## src/rtl/gc_pkg.sv

```systemverilog
package gc_pkg;
  typedef enum logic [1:0] {
    GC_IDLE = 2'd0,
    GC_PLAY = 2'd1,
    GC_HIT  = 2'd2,
    GC_OVER = 2'd3
  } gc_state_e;
endpackage

```

## src/rtl/gc_down_counter.sv

```systemverilog
// Loadable down counter: reset and load put INIT in, dec removes one.
module gc_down_counter #(
  parameter int INIT = 3,
  parameter int W    = 2
) (
  input  logic         clk,
  input  logic         rst_n,
  input  logic         load,
  input  logic         dec,
  output logic [W-1:0] value
);
  localparam logic [W-1:0] START = W'(INIT);

  always_ff @(posedge clk) begin
    if (!rst_n || load) value <= START;
    else if (dec && value != '0) value <= value - W'(1);
  end
endmodule

```

## src/rtl/gc_grace.sv

```systemverilog
// Counts frame ticks while in the hit state; flags the last one.
module gc_grace #(
  parameter int FRAMES = 64
) (
  input  logic clk,
  input  logic rst_n,
  input  logic in_hit,
  input  logic frame_tick,
  output logic done
);
  localparam int CW = $clog2(FRAMES + 1);
  localparam logic [CW-1:0] LAST = CW'(FRAMES - 1);

  logic [CW-1:0] cnt;

  assign done = in_hit && frame_tick && (cnt == LAST);

  always_ff @(posedge clk) begin
    if (!rst_n || !in_hit) cnt <= '0;
    else if (frame_tick && !done) cnt <= cnt + CW'(1);
  end
endmodule

```

## src/rtl/gc_score.sv

```systemverilog
// Saturating score accumulator.
module gc_score #(
  parameter int STEP = 100,
  parameter int MAXV = 9999,
  parameter int W    = 14
) (
  input  logic         clk,
  input  logic         rst_n,
  input  logic         clr,
  input  logic         add,
  output logic [W-1:0] score
);
  localparam logic [W:0] STEP_V = (W+1)'(STEP);
  localparam logic [W:0] MAX_V  = (W+1)'(MAXV);

  logic [W:0] sum;
  assign sum = {1'b0, score} + STEP_V;

  always_ff @(posedge clk) begin
    if (!rst_n || clr) score <= '0;
    else if (add) score <= (sum > MAX_V) ? MAX_V[W-1:0] : sum[W-1:0];
  end
endmodule

```

## src/rtl/gc_fsm.sv

```systemverilog
// Game state register and event qualification.
module gc_fsm
  import gc_pkg::*;
(
  input  logic      clk,
  input  logic      rst_n,
  input  logic      start,
  input  logic      restart,
  input  logic      bomb,
  input  logic      god_mode,
  input  logic      sec_tick,
  input  logic      gem,
  input  logic      last_life,
  input  logic      last_second,
  input  logic      grace_done,
  output gc_state_e state,
  output logic      strike,
  output logic      run_tick,
  output logic      score_add,
  output logic      reload
);
  gc_state_e nxt;
  logic      expire;

  assign strike    = (state == GC_PLAY) && bomb && !god_mode;
  assign run_tick  = (state == GC_PLAY) && sec_tick;
  assign expire    = run_tick && last_second;
  assign score_add = gem && ((state == GC_PLAY) || (state == GC_HIT));
  assign reload    = (state == GC_OVER) && restart;

  always_comb begin
    nxt = state;
    unique case (state)
      GC_IDLE: if (start || restart) nxt = GC_PLAY;
      GC_PLAY: begin
        if (expire || (strike && last_life)) nxt = GC_OVER;
        else if (strike)                     nxt = GC_HIT;
      end
      GC_HIT:  if (grace_done) nxt = GC_PLAY;
      GC_OVER: if (restart) nxt = GC_IDLE;
      default: nxt = GC_IDLE;
    endcase
  end

  always_ff @(posedge clk) begin
    if (!rst_n) state <= GC_IDLE;
    else        state <= nxt;
  end
endmodule

```

## src/rtl/gc_game_ctrl.sv

```systemverilog
module gc_game_ctrl
  import gc_pkg::*;
#(
  parameter int LIVES_INIT   = 3,
  parameter int TIME_INIT    = 99,
  parameter int GRACE_FRAMES = 64,
  parameter int GEM_POINTS   = 100,
  parameter int SCORE_MAX    = 9999,
  localparam int LW = $clog2(LIVES_INIT + 1),
  localparam int TW = $clog2(TIME_INIT + 1),
  localparam int SW = $clog2(SCORE_MAX + 1)
) (
  input  logic          clk,
  input  logic          rst_n,
  input  logic          start_i,
  input  logic          restart_i,
  input  logic          bomb_i,
  input  logic          god_mode_i,
  input  logic          gem_i,
  input  logic          sec_tick_i,
  input  logic          frame_tick_i,
  output logic [1:0]    state_o,
  output logic [LW-1:0] lives_o,
  output logic [TW-1:0] time_o,
  output logic [SW-1:0] score_o
);
  gc_state_e st;
  logic strike, run_tick, score_add, reload, grace_done;

  gc_fsm u_fsm (
    .clk(clk), .rst_n(rst_n), .start(start_i), .restart(restart_i),
    .bomb(bomb_i), .god_mode(god_mode_i), .sec_tick(sec_tick_i), .gem(gem_i),
    .last_life(lives_o == LW'(1)), .last_second(time_o == TW'(1)),
    .grace_done(grace_done), .state(st), .strike(strike),
    .run_tick(run_tick), .score_add(score_add), .reload(reload)
  );

  gc_down_counter #(.INIT(LIVES_INIT), .W(LW)) u_lives (
    .clk(clk), .rst_n(rst_n), .load(reload), .dec(strike), .value(lives_o)
  );

  gc_down_counter #(.INIT(TIME_INIT), .W(TW)) u_timer (
    .clk(clk), .rst_n(rst_n), .load(reload), .dec(run_tick), .value(time_o)
  );

  gc_grace #(.FRAMES(GRACE_FRAMES)) u_grace (
    .clk(clk), .rst_n(rst_n), .in_hit(st == GC_HIT),
    .frame_tick(frame_tick_i), .done(grace_done)
  );

  gc_score #(.STEP(GEM_POINTS), .MAXV(SCORE_MAX), .W(SW)) u_score (
    .clk(clk), .rst_n(rst_n), .clr(reload), .add(score_add), .score(score_o)
  );

  assign state_o = st;
endmodule

```

## config.mk

```make
export PLATFORM = sky130hd
export DESIGN_NAME = gc_game_ctrl
export DESIGN_NICKNAME = d
export VERILOG_FILES = /design/src/rtl/gc_pkg.sv /design/src/rtl/gc_down_counter.sv /design/src/rtl/gc_grace.sv /design/src/rtl/gc_score.sv /design/src/rtl/gc_fsm.sv /design/src/rtl/gc_game_ctrl.sv
export SDC_FILE = /design/constraint.sdc
export NUM_CORES = 1
export LEC_CHECK = 0
export ABC_AREA = 1
export BUFFER_PORTS_ARGS = -buffer_cell sky130_fd_sc_hd__buf_4
export CORE_UTILIZATION = 50
export CTS_BUF_LIST = sky130_fd_sc_hd__clkbuf_8
export CTS_CLUSTER_DIAMETER = 200
export DETAILED_ROUTE_END_ITERATION = 6
export GPL_ROUTABILITY_DRIVEN = 0
export PLACE_DENSITY_LB_ADDON = 0.25
export SKIP_CTS_REPAIR_TIMING = 1
export SLEW_MARGIN = 30
export SYNTH_ARGS = -nofsm -noshare
export SYNTH_HDL_FRONTEND = slang
export SYNTH_SLANG_ARGS = --single-unit
```

## constraint.sdc

```tcl
create_clock -name clk -period 4.8 [get_ports clk]
set_input_delay 0.96 -clock clk [delete_from_list [all_inputs] [get_ports clk]]
set_output_delay 0.96 -clock clk [all_outputs]
set_load 0.03 [all_outputs]
```

Yosys cells after proc, flatten, opt, wreduce, memory -nomap -nowiden. Cells that the tools add are included.

Flip-flop bits (word level): 32. Input bits: 9. Output and inout port bits: 25. Word-level logic and storage cells: 52.

Add/sub/neg operators: 4. Order comparisons: 1. Eq/ne operators: 10. Multiplexer cells: 7. Reductions and logical operators: 25.

Operators with widths (count): $add 14x7->15 const B (1); $gt 15x14->1 const B (1); $mux 14 (1); $logic_and 1x1->1 (12); $mux 2 (5); $pmux 2 s4 (1); $add 7x1->7 const B (1); $eq 7x1->1 const B (1); $eq 7x6->1 const B (1); $reduce_bool 7->1 (1); $sub 7x1->7 const B (1); $logic_or 1x1->1 (5); $eq 2x1->1 const B (2); $eq 2x2->1 const B (2); $logic_not 1->1 (4); $ne 2x2->1 const B (2); $reduce_and 4->1 (1); $ne 3x2->1 const B (1); $logic_not 2->1 (1); $ne 2x1->1 const B (1); $reduce_bool 2->1 (1); $sub 2x1->2 const B (1).

Longest topological paths before layout. Gate-level depths: netlist of run 1.

Depth in word-level cells: 7. Depth in mapped cells: 14.

Hierarchy. From an unflattened synthesis of run 1, not the netlist that was laid out.

Cells, all modules: 331. Area total of the unflattened synthesis: 2115.8 µm².

By module, submodules not included: gc_score (times used 1, cells each 139, area an instance 873.3 µm², seq. area each 260.2 µm²); gc_down_counter at u_timer (times used 1, cells each 64, area an instance 417.9 µm², seq. area each 140.1 µm²); gc_grace (times used 1, cells each 56, area an instance 392.9 µm², seq. area each 140.1 µm²); gc_fsm (times used 1, cells each 45, area an instance 277.8 µm², seq. area each 40.0 µm²); gc_down_counter at u_lives (times used 1, cells each 16, area an instance 106.4 µm², seq. area each 40.0 µm²); gc_game_ctrl (times used 1, cells each 11, area an instance 47.5 µm², seq. area each 0.0 µm²).

Worst setup path after synthesis of run 1. Ideal clock, no wire load.

Path kind: flip-flop to flip-flop. Start point: register u_score.score[3]. End point: register u_score.score[12]. Library setup time: 0.132 ns. Arrival: 1.858 ns. Data required time: 4.668 ns. Setup slack: 2.810 ns. Cell stages (with the launch flop): 13. Clock period less this slack: 1.990 ns. Path through: dfxtp_1 > ha_1 > nand2_2 > nand2_2 > nand2_1 > nand2_1 > nand3_1 > nor3_2 > nand3_1 > nand2_2 > nand2_4 > nand2_1 > a21oi_1.

Longest elaborated chain between the ends: 3.

RTL lines: start, declared (line gc_score.sv:11) `output logic [W-1:0] score`; start signal, assigned (line gc_score.sv:21) `else if (add) score <= (sum > MAX_V) ? MAX_V[W-1:0] : sum[W-1:0];`; $add 14x7->15 * (line gc_score.sv:17) `assign sum = {1'b0, score} + STEP_V;`; $gt 15x14->1 (line gc_score.sv:21); $mux 14 * (line gc_score.sv:21).

Mark *: on every way between the ends. The rest lies on a longest branch, timed or not. A chain may end at the register's enable or synchronous reset.

Worst setup path after layout of run 1.
Start point: input restart_i. End point: register u_timer.value[1].

Longest elaborated chain between the ends: 2.

RTL lines: start, declared (line gc_game_ctrl.sv:16) `input logic restart_i,`; $logic_and 1x1->1 (line gc_fsm.sv:29) `assign reload = (state == GC_OVER) && restart;`; $logic_or 1x1->1 (line gc_down_counter.sv:15) `if (!rst_n || load) value <= START;`; end signal, assigned (line gc_down_counter.sv:16) `else if (dec && value != '0) value <= value - W'(1);`; end, declared (line gc_down_counter.sv:10) `output logic [W-1:0] value`.

No other way between the ends.

==> insert_results.sql, run 1 <==
INSERT INTO impl_metrics (metric_group, metric, value, unit) VALUES
('sta', 'final_count_of_pins_violating_max_slew', '0', ''),
('floorplanning', 'top_level_ports', '34', ''),
('synthesis', 'yosys-mux-area-fraction', '0', ''),
('floorplanning', 'initial_utilization', '0.5370', ''),
('job', 'cap_viol_max_count', '0', ''),
('pwr', 'leakage', '0.001030', 'uW'),
('synthesis', 'yosys.area_share.simple', '0.2947', ''),
('final_layout', 'antenna-diode-count', '0', ''),
('sta', 'hold_viol_final', '0', ''),
('final_layout', 'post_layout_nonfiller_instances', '342', ''),
('grt', 'largest_net_degree_at_the_start_of_global_routing', '17', ''),
('synthesis', 'synth_compound_gate_area_share', '0.1671', ''),
('clocking', 'clk_path_buf_depth', '2', ''),
('worst_setup_path', 'cp.arrival', '2.22', 'ns'),
('sta', 'final.setup.tns', '0', 'ns'),
('sta', 'max_freq', '486.4', 'MHz'),
('sta', 'hold_ws', '0.4842', 'ns'),
('pwr', 'power.density_cell_area', '422.9', 'nW/um2'),
('final_layout', 'syn_to_final_growth', '20.26', '%'),
('clocking', 'clock_tree_from_tritoncts', 'yes', ''),
('synthesis', 'synth_largest_area_cell', 'dfxtp_1', ''),
('synthesis', 'synthesis.yosys.warnings', '0', ''),
('final_layout', 'final_nets', '317', ''),
('floorplanning', 'die_outline_height', '62.57', 'um'),
('run_status', 'result_of_the_run', 'completed', ''),
('clocking', 'cts_buffers', '5', ''),
('worst_setup_path', 'worst-endpoint-required', '4.97', 'ns'),
('grt', 'first_global_vias', '1613', ''),
('place', 'port-buffer-count', '33', ''),
('synthesis', 'syn_nets', '280', ''),
('grt', 'grt_antenna_before_repair', '0', ''),
('sta', 'tightestPinTransition', '0.5848', 'ns'),
('sta', 'timing.max_slew.rel_slack', '0.6101', ''),
('pwr', 'max_vdd_drop', '0.0002687', 'V'),
('detailed_routing', 'route.antenna.remaining_nets', '0', ''),
('clocking', 'clkLatencyLatePin', '0.29', 'ns'),
('synthesis', 'synth_seq_area_share', '0.3383', ''),
('sta', 'finalCriticalPeriod', '2.056', 'ns'),
('grt', 'grt_overflow_total', '0', ''),
('sta', 'layout_worst_path_cycle_share', '0.4283', ''),
('min_path', 'min_path_type', 'flop to flop', ''),
('sta', 'grt_setup_unrepaired', 'no', ''),
('synthesis', 'synthesis.area_per_instance', '7.110', 'um2'),
('detailed_routing', 'detail_route.vias_per_cell', '5.085', ''),
('worst_setup_path', 'cp-end-kind', 'flop', ''),
('final_layout', 'fill_cells', '328', ''),
('grt', 'groute.usage.overall', '0.2144', ''),
('detailed_routing', 'via_count', '1739', ''),
('worst_setup_path', 'rrSetupSlack', '2.76', 'ns'),
('worst_setup_path', 'path_class', 'input port to flop', ''),
('synthesis', 'yosys.cell_count.top_type', 'nand2_1', ''),
('synthesis', 'synth_top_flop_cell', 'dfxtp_1', ''),
('grt', 'grt_pass1_wl', '6665', 'um'),
('clocking', 'path_clk_slew', '0.07', 'ns'),
('clocking', 'cts_max_level', '2', ''),
('detailed_routing', 'wl', '3829', 'um'),
('floorplanning', 'die-area', '3915', 'um2'),
('synthesis', 'synth-async-reset-ratio', '0', ''),
('synthesis', 'post_synth_instance_area', '1834', 'um2'),
('detailed_routing', 'route.detailed.drc', '0', ''),
('clocking', 'clock-sinks', '31', ''),
('worst_setup_path', 'worstSetupStartpointType', 'input port', ''),
('sta', 'clock-skew-final', '0.005742', 'ns'),
('synthesis', 'post_synth_inst_count', '258', ''),
('synthesis', 'yosys.cell_types.count', '27', ''),
('synthesis', 'netlist.area_leader.share', '0.3383', ''),
('detailed_routing', 'drt-initial-drc-count', '111', ''),
('floorplanning', 'floorplan.die.width', '62.57', 'um'),
('synthesis', 'post_synth_xor_area_fraction', '0.01910', ''),
('detailed_routing', 'route.detailed.wl_per_inst', '11.20', 'um'),
('synthesis', 'synthAdderAreaFrac', '0.08868', '');
==> worst paths after layout <==
check / startpoint / end / cells after the start
setup / recovery: restart_i / u_timer.value[1] / 5
hold / removal: u_grace.cnt[0] / u_grace.cnt[0] / 1
hold reg to reg: u_grace.cnt[0] / u_grace.cnt[0] / 1
setup reg to reg: u_fsm.state[0] / u_score.score[10] / 8
==> sequential cells by signal (all words and copies together), names as in the netlist <==
register / count
u_timer.value: 7
u_lives.value: 2
u_fsm.state: 2
u_grace.cnt: 7
u_score.score: 13
==> layer usage <==
| layer | routed length (um) | global-route usage |
|---|---|---|
| met1 | 1800 | 0.2508 |
| met2 | 1813 | 0.3560 |
| met5 | 0 | 0 |
| met4 | 67 | 0.1017 |
| met3 | 147 | 0.06387 |
==> kinds of logic after synthesis <==
group / Yosys count
and+or+nand+nor: 110
AOI/OAI and AO/OA: 56
DFF: 31
xor gates and xnor gates: 4
adders and majority gates: 13
buffers and inverters: 44
==> layout by cell type (no fill, tap or decap), drive strengths merged <==
master / synthesis / routed
a211oi: 1 / 1
a21oi: 32 / 32
and2: 1 / 1
buf: 1 / 33
clkbuf: 2 / 5
clkinv: 0 / 1
dfxtp: 31 / 31
ha: 13 / 13
inv: 41 / 43
nand2: 53 / 53
nand3: 19 / 19
nand3b: 1 / 1
nand4: 7 / 7
nor2: 25 / 25
nor3: 3 / 3
o211ai: 3 / 3
o21ai: 19 / 19
o21ba: 1 / 1
or2: 1 / 1
xnor2: 2 / 2
xor2: 2 / 2
==> stage by stage <==
step	worst slack, ns	area [um2]	power [uW]	utilization
after global placement	2.474	2125	735.3	0.6220
after detailed placement	2.434	2125	742.9	0.6220
final	2.744	2206	932.8	0.6458
after CTS	2.743	2206	937.6	0.6458
after global routing	2.516	2206	1001	0.6458
after floorplan	2.810	1834	624.5	-
==> worst max-delay path, cell delays in order <==
cell	delay (ns)
buf_4	0.11
a21oi_1	0.48
inv_1	0.37
a21oi_1	0.20
o21ai_0	0.09
==> area by class of cell <==
cell class	instances	area [um2]	share of cell area
Timing Repair Buffer	33	247.7	0.1123
Sequential cell	31	620.6	0.2813
Clock buffer	5	68.82	0.03120
Inverter	41	153.9	0.06977
Multi-Input combinational cell	183	1045	0.4736
Tap cell	46	57.56	0.02609
Clock inverter	3	12.51	0.005672
==> power by group <==
| part | leakage [uW] | internal (uW) | switching [uW] |
|---|---|---|---|
| registers | 0.000252 | 295 | 56.7 |
| logic | 0.000728 | 131 | 255 |
| clock network | 0.0000505 | 97.3 | 97.4 |
| total | 0.00103 | 524 | 409 |
Note: power is estimated with default switching activity, not from simulation.
==> inputs of run 2 (changes only) <==
Clock period 4.8 ns to 2.1 ns, I/O delays scaled along.
==> insert_results.sql, run 2 (synthesized netlist as in run 1, its figures left out) <==
INSERT INTO impl_metrics (metric_group, metric, value, unit) VALUES
('grt', 'largest_net_degree_at_the_start_of_global_routing', '16', ''),
('clocking', 'clk_path_buf_depth', '2', ''),
('pwr', 'clock_power_share', '0.259', ''),
('sta', 'finalCriticalPeriod', '1.808', 'ns'),
('pwr', 'power_switching_share', '0.4034', ''),
('floorplanning', 'core-area', '3416', 'um2'),
('clocking', 'cts_max_level', '2', ''),
('run_status', 'result_of_the_run', 'completed', ''),
('final_layout', 'layout-drive-gt1-share', '0.2233', ''),
('floorplanning', 'die-area', '3915', 'um2'),
('worst_setup_path', 'cp-end-kind', 'flop', ''),
('final_layout', 'largest_register_ff_count', '13', ''),
('worst_setup_path', 'crit_path_max_incr_delay', '0.34', 'ns'),
('final_layout', 'leading_cell_types_in_the_layout_fill_and_taps_excluded', 'nand2_1 (45), inv_1 (41), buf_4 (37), dfxtp_1 (31), a21oi_1 (29)', ''),
('clocking', 'clkLatencyLatePin', '0.28', 'ns'),
('pwr', 'power.density_cell_area', '1024', 'nW/um2'),
('final_layout', 'largest-register', 'u_score.score', ''),
('final_layout', 'regs_by_ff_count', 'u_score.score (13), u_grace.cnt (7), u_timer.value (7)', ''),
('floorplanning', 'initial_utilization', '0.5370', ''),
('worst_setup_path', 'worstPathMaxFanout', '9', ''),
('detailed_routing', 'route.antenna.remaining_nets', '0', ''),
('job', 'cap_viol_max_count', '0', ''),
('pwr', 'switching_power', '939.1', 'uW'),
('worst_setup_path', 'slowest_stage', 'dfxtp_1', ''),
('detailed_routing', 'wl', '3833', 'um'),
('sta', 'timing.max_slew.rel_slack', '0.7133', ''),
('worst_setup_path', 'largest_delay_contributor_family_on_the_critical_path', 'simple AND/OR/NAND/NOR gates', ''),
('clocking', 'ctsRootBufferMaster', 'clkbuf_8', ''),
('floorplanning', 'floorplan.die.width', '62.57', 'um'),
('worst_setup_path', 'worst-endpoint-required', '2.25', 'ns'),
('grt', 'first_global_vias', '1632', ''),
('pwr', 'p_seq_frac', '0.335', ''),
('sta', 'final.setup.tns', '0', 'ns'),
('sta', 'clock-skew-final', '0.006922', 'ns'),
('final_layout', 'final_core_utilization', '0.6652', ''),
('pwr', 'power_report.internal_total', '1389', 'uW'),
('detailed_routing', 'drt-initial-drc-count', '92', ''),
('clocking', 'path_clk_slew', '0.07', 'ns'),
('detailed_routing', 'route.detailed.drc', '0', ''),
('final_layout', 'syn_to_final_growth', '23.87', '%'),
('sta', 'max_freq', '553.1', 'MHz'),
('pwr', 'power.combinational.fraction', '0.406', ''),
('sta', 'tightestPinTransition', '0.4295', 'ns'),
('sta', 'final_count_of_pins_violating_max_slew', '0', ''),
('worst_setup_path', 'cp.arrival', '1.96', 'ns'),
('grt', 'grt_pass1_wl', '6858', 'um'),
('final_layout', 'antenna-diode-count', '0', ''),
('final_layout', 'fill_cells', '297', ''),
('clocking', 'clock_tree_from_tritoncts', 'yes', ''),
('floorplanning', 'die_outline_height', '62.57', 'um'),
('detailed_routing', 'route.detailed.wl_per_inst', '11.08', 'um'),
('pwr', 'max_vdd_drop', '0.0007482', 'V'),
('worst_setup_path', 'worstSetupStartpointType', 'flop', ''),
('worst_setup_path', 'critical_path.cell_chain', 'ha_1 > nand2_2 > nand2_2 > nand2_1 > nand2_1 > nand3_1 > nor3_2 > nand3_1 > nand2_2 > nand2_4 > nand2_1 > a21oi_1', ''),
('sta', 'grt_setup_unrepaired', 'no', ''),
('worst_setup_path', 'path_class', 'flop to flop', ''),
('grt', 'grt_overflow_total', '0', ''),
('place', 'place_hpwl', '2824', 'um'),
('grt', 'grt_antenna_before_repair', '0', ''),
('detailed_routing', 'via_count', '1753', ''),
('floorplanning', 'top_level_ports', '34', ''),
('final_layout', 'layout_commonest_cell', 'nand2_1', ''),
('sta', 'finalSetupViolations', '0', ''),
('clocking', 'clock-sinks', '31', ''),
('worst_setup_path', 'crit_buf_inv', '0', ''),
('grt', 'groute.usage.overall', '0.2216', ''),
('sta', 'layout_worst_path_cycle_share', '0.8610', ''),
('detailed_routing', 'detailedRoute.firstPassIterationCount', '4', ''),
('detailed_routing', 'detail_route.vias_per_cell', '5.066', ''),
('final_layout', 'final_nets', '321', ''),
('sta', 'hold_viol_final', '0', ''),
('place', 'port-buffer-count', '33', ''),
('clocking', 'cts_buffers', '5', ''),
('floorplanning', 'std_cell_rows', '21', ''),
('min_path', 'min_path_type', 'input port to flop', ''),
('pwr', 'leakage', '0.001061', 'uW');
[run 2: per-stage QoR]
step	area (um2)	std cells	worst slack (ns)	hold WS (ns)	power (uW)
finish	2272	346	0.2919	0.4024	2328
global route	2272	346	0.06679	0.4175	2493
CTS	2272	346	0.2889	0.3981	2342
detailed placement	2155	338	0.3010	0.4705	1723
global placement	2155	338	0.3828	0.4631	1712
floorplan	1834	258	0.1099	0.4471	1427
[run 2: area by class of cell]
class | instances | area (um2) | area share
Clock inverter | 2 | 35.03 | 0.01542
Multi-Input combinational cell | 183 | 1045 | 0.4598
Inverter | 41 | 153.9 | 0.06773
Sequential cell | 31 | 620.6 | 0.2731
Clock buffer | 6 | 82.58 | 0.03634
Timing Repair Buffer | 37 | 277.8 | 0.1222
Tap cell | 46 | 57.56 | 0.02533
[run 2: path summary, 6_finish.rpt]
check | startpoint | endpoint | slack, ns | depth (start not counted)
worst max-delay path | u_score.score[2] | u_score.score[11] | 0.29 | 12
worst min register to register | u_grace.cnt[0] | u_grace.cnt[0] | 0.48 | 1
worst max register to register | u_score.score[2] | u_score.score[11] | 0.29 | 12
worst min-delay path | rst_n | u_fsm.state[0] | 0.40 | 3
[run 2: routing by layer]
metal,vias up,part of all wire,global-route usage
met5,-,0,0
met4,0,0.011,0.08721
met3,4,0.056,0.06387
met2,39,0.46,0.3628
met1,788,0.47,0.2724
li1,922,-,-
[run 2: power groups by stage]
stage	Clock [uW]	Combinational, uW	Sequential (uW)
3_5_place_dp	0	934	788
2_1_floorplan	0	481	947
6_report	603	946	779
3_3_place_gp	0	925	786
4_1_cts	618	947	777
5_1_grt	648	1050	794
[run 2: worst reg2reg max path, delay by kind of cell, from the launching register on]
kind | cells | cell delay, ns
and+or+nand+nor | 10 | 1.07
DFF | 1 | 0.34
adders and majority gates | 1 | 0.21
AOI/OAI and AO/OA | 1 | 0.06
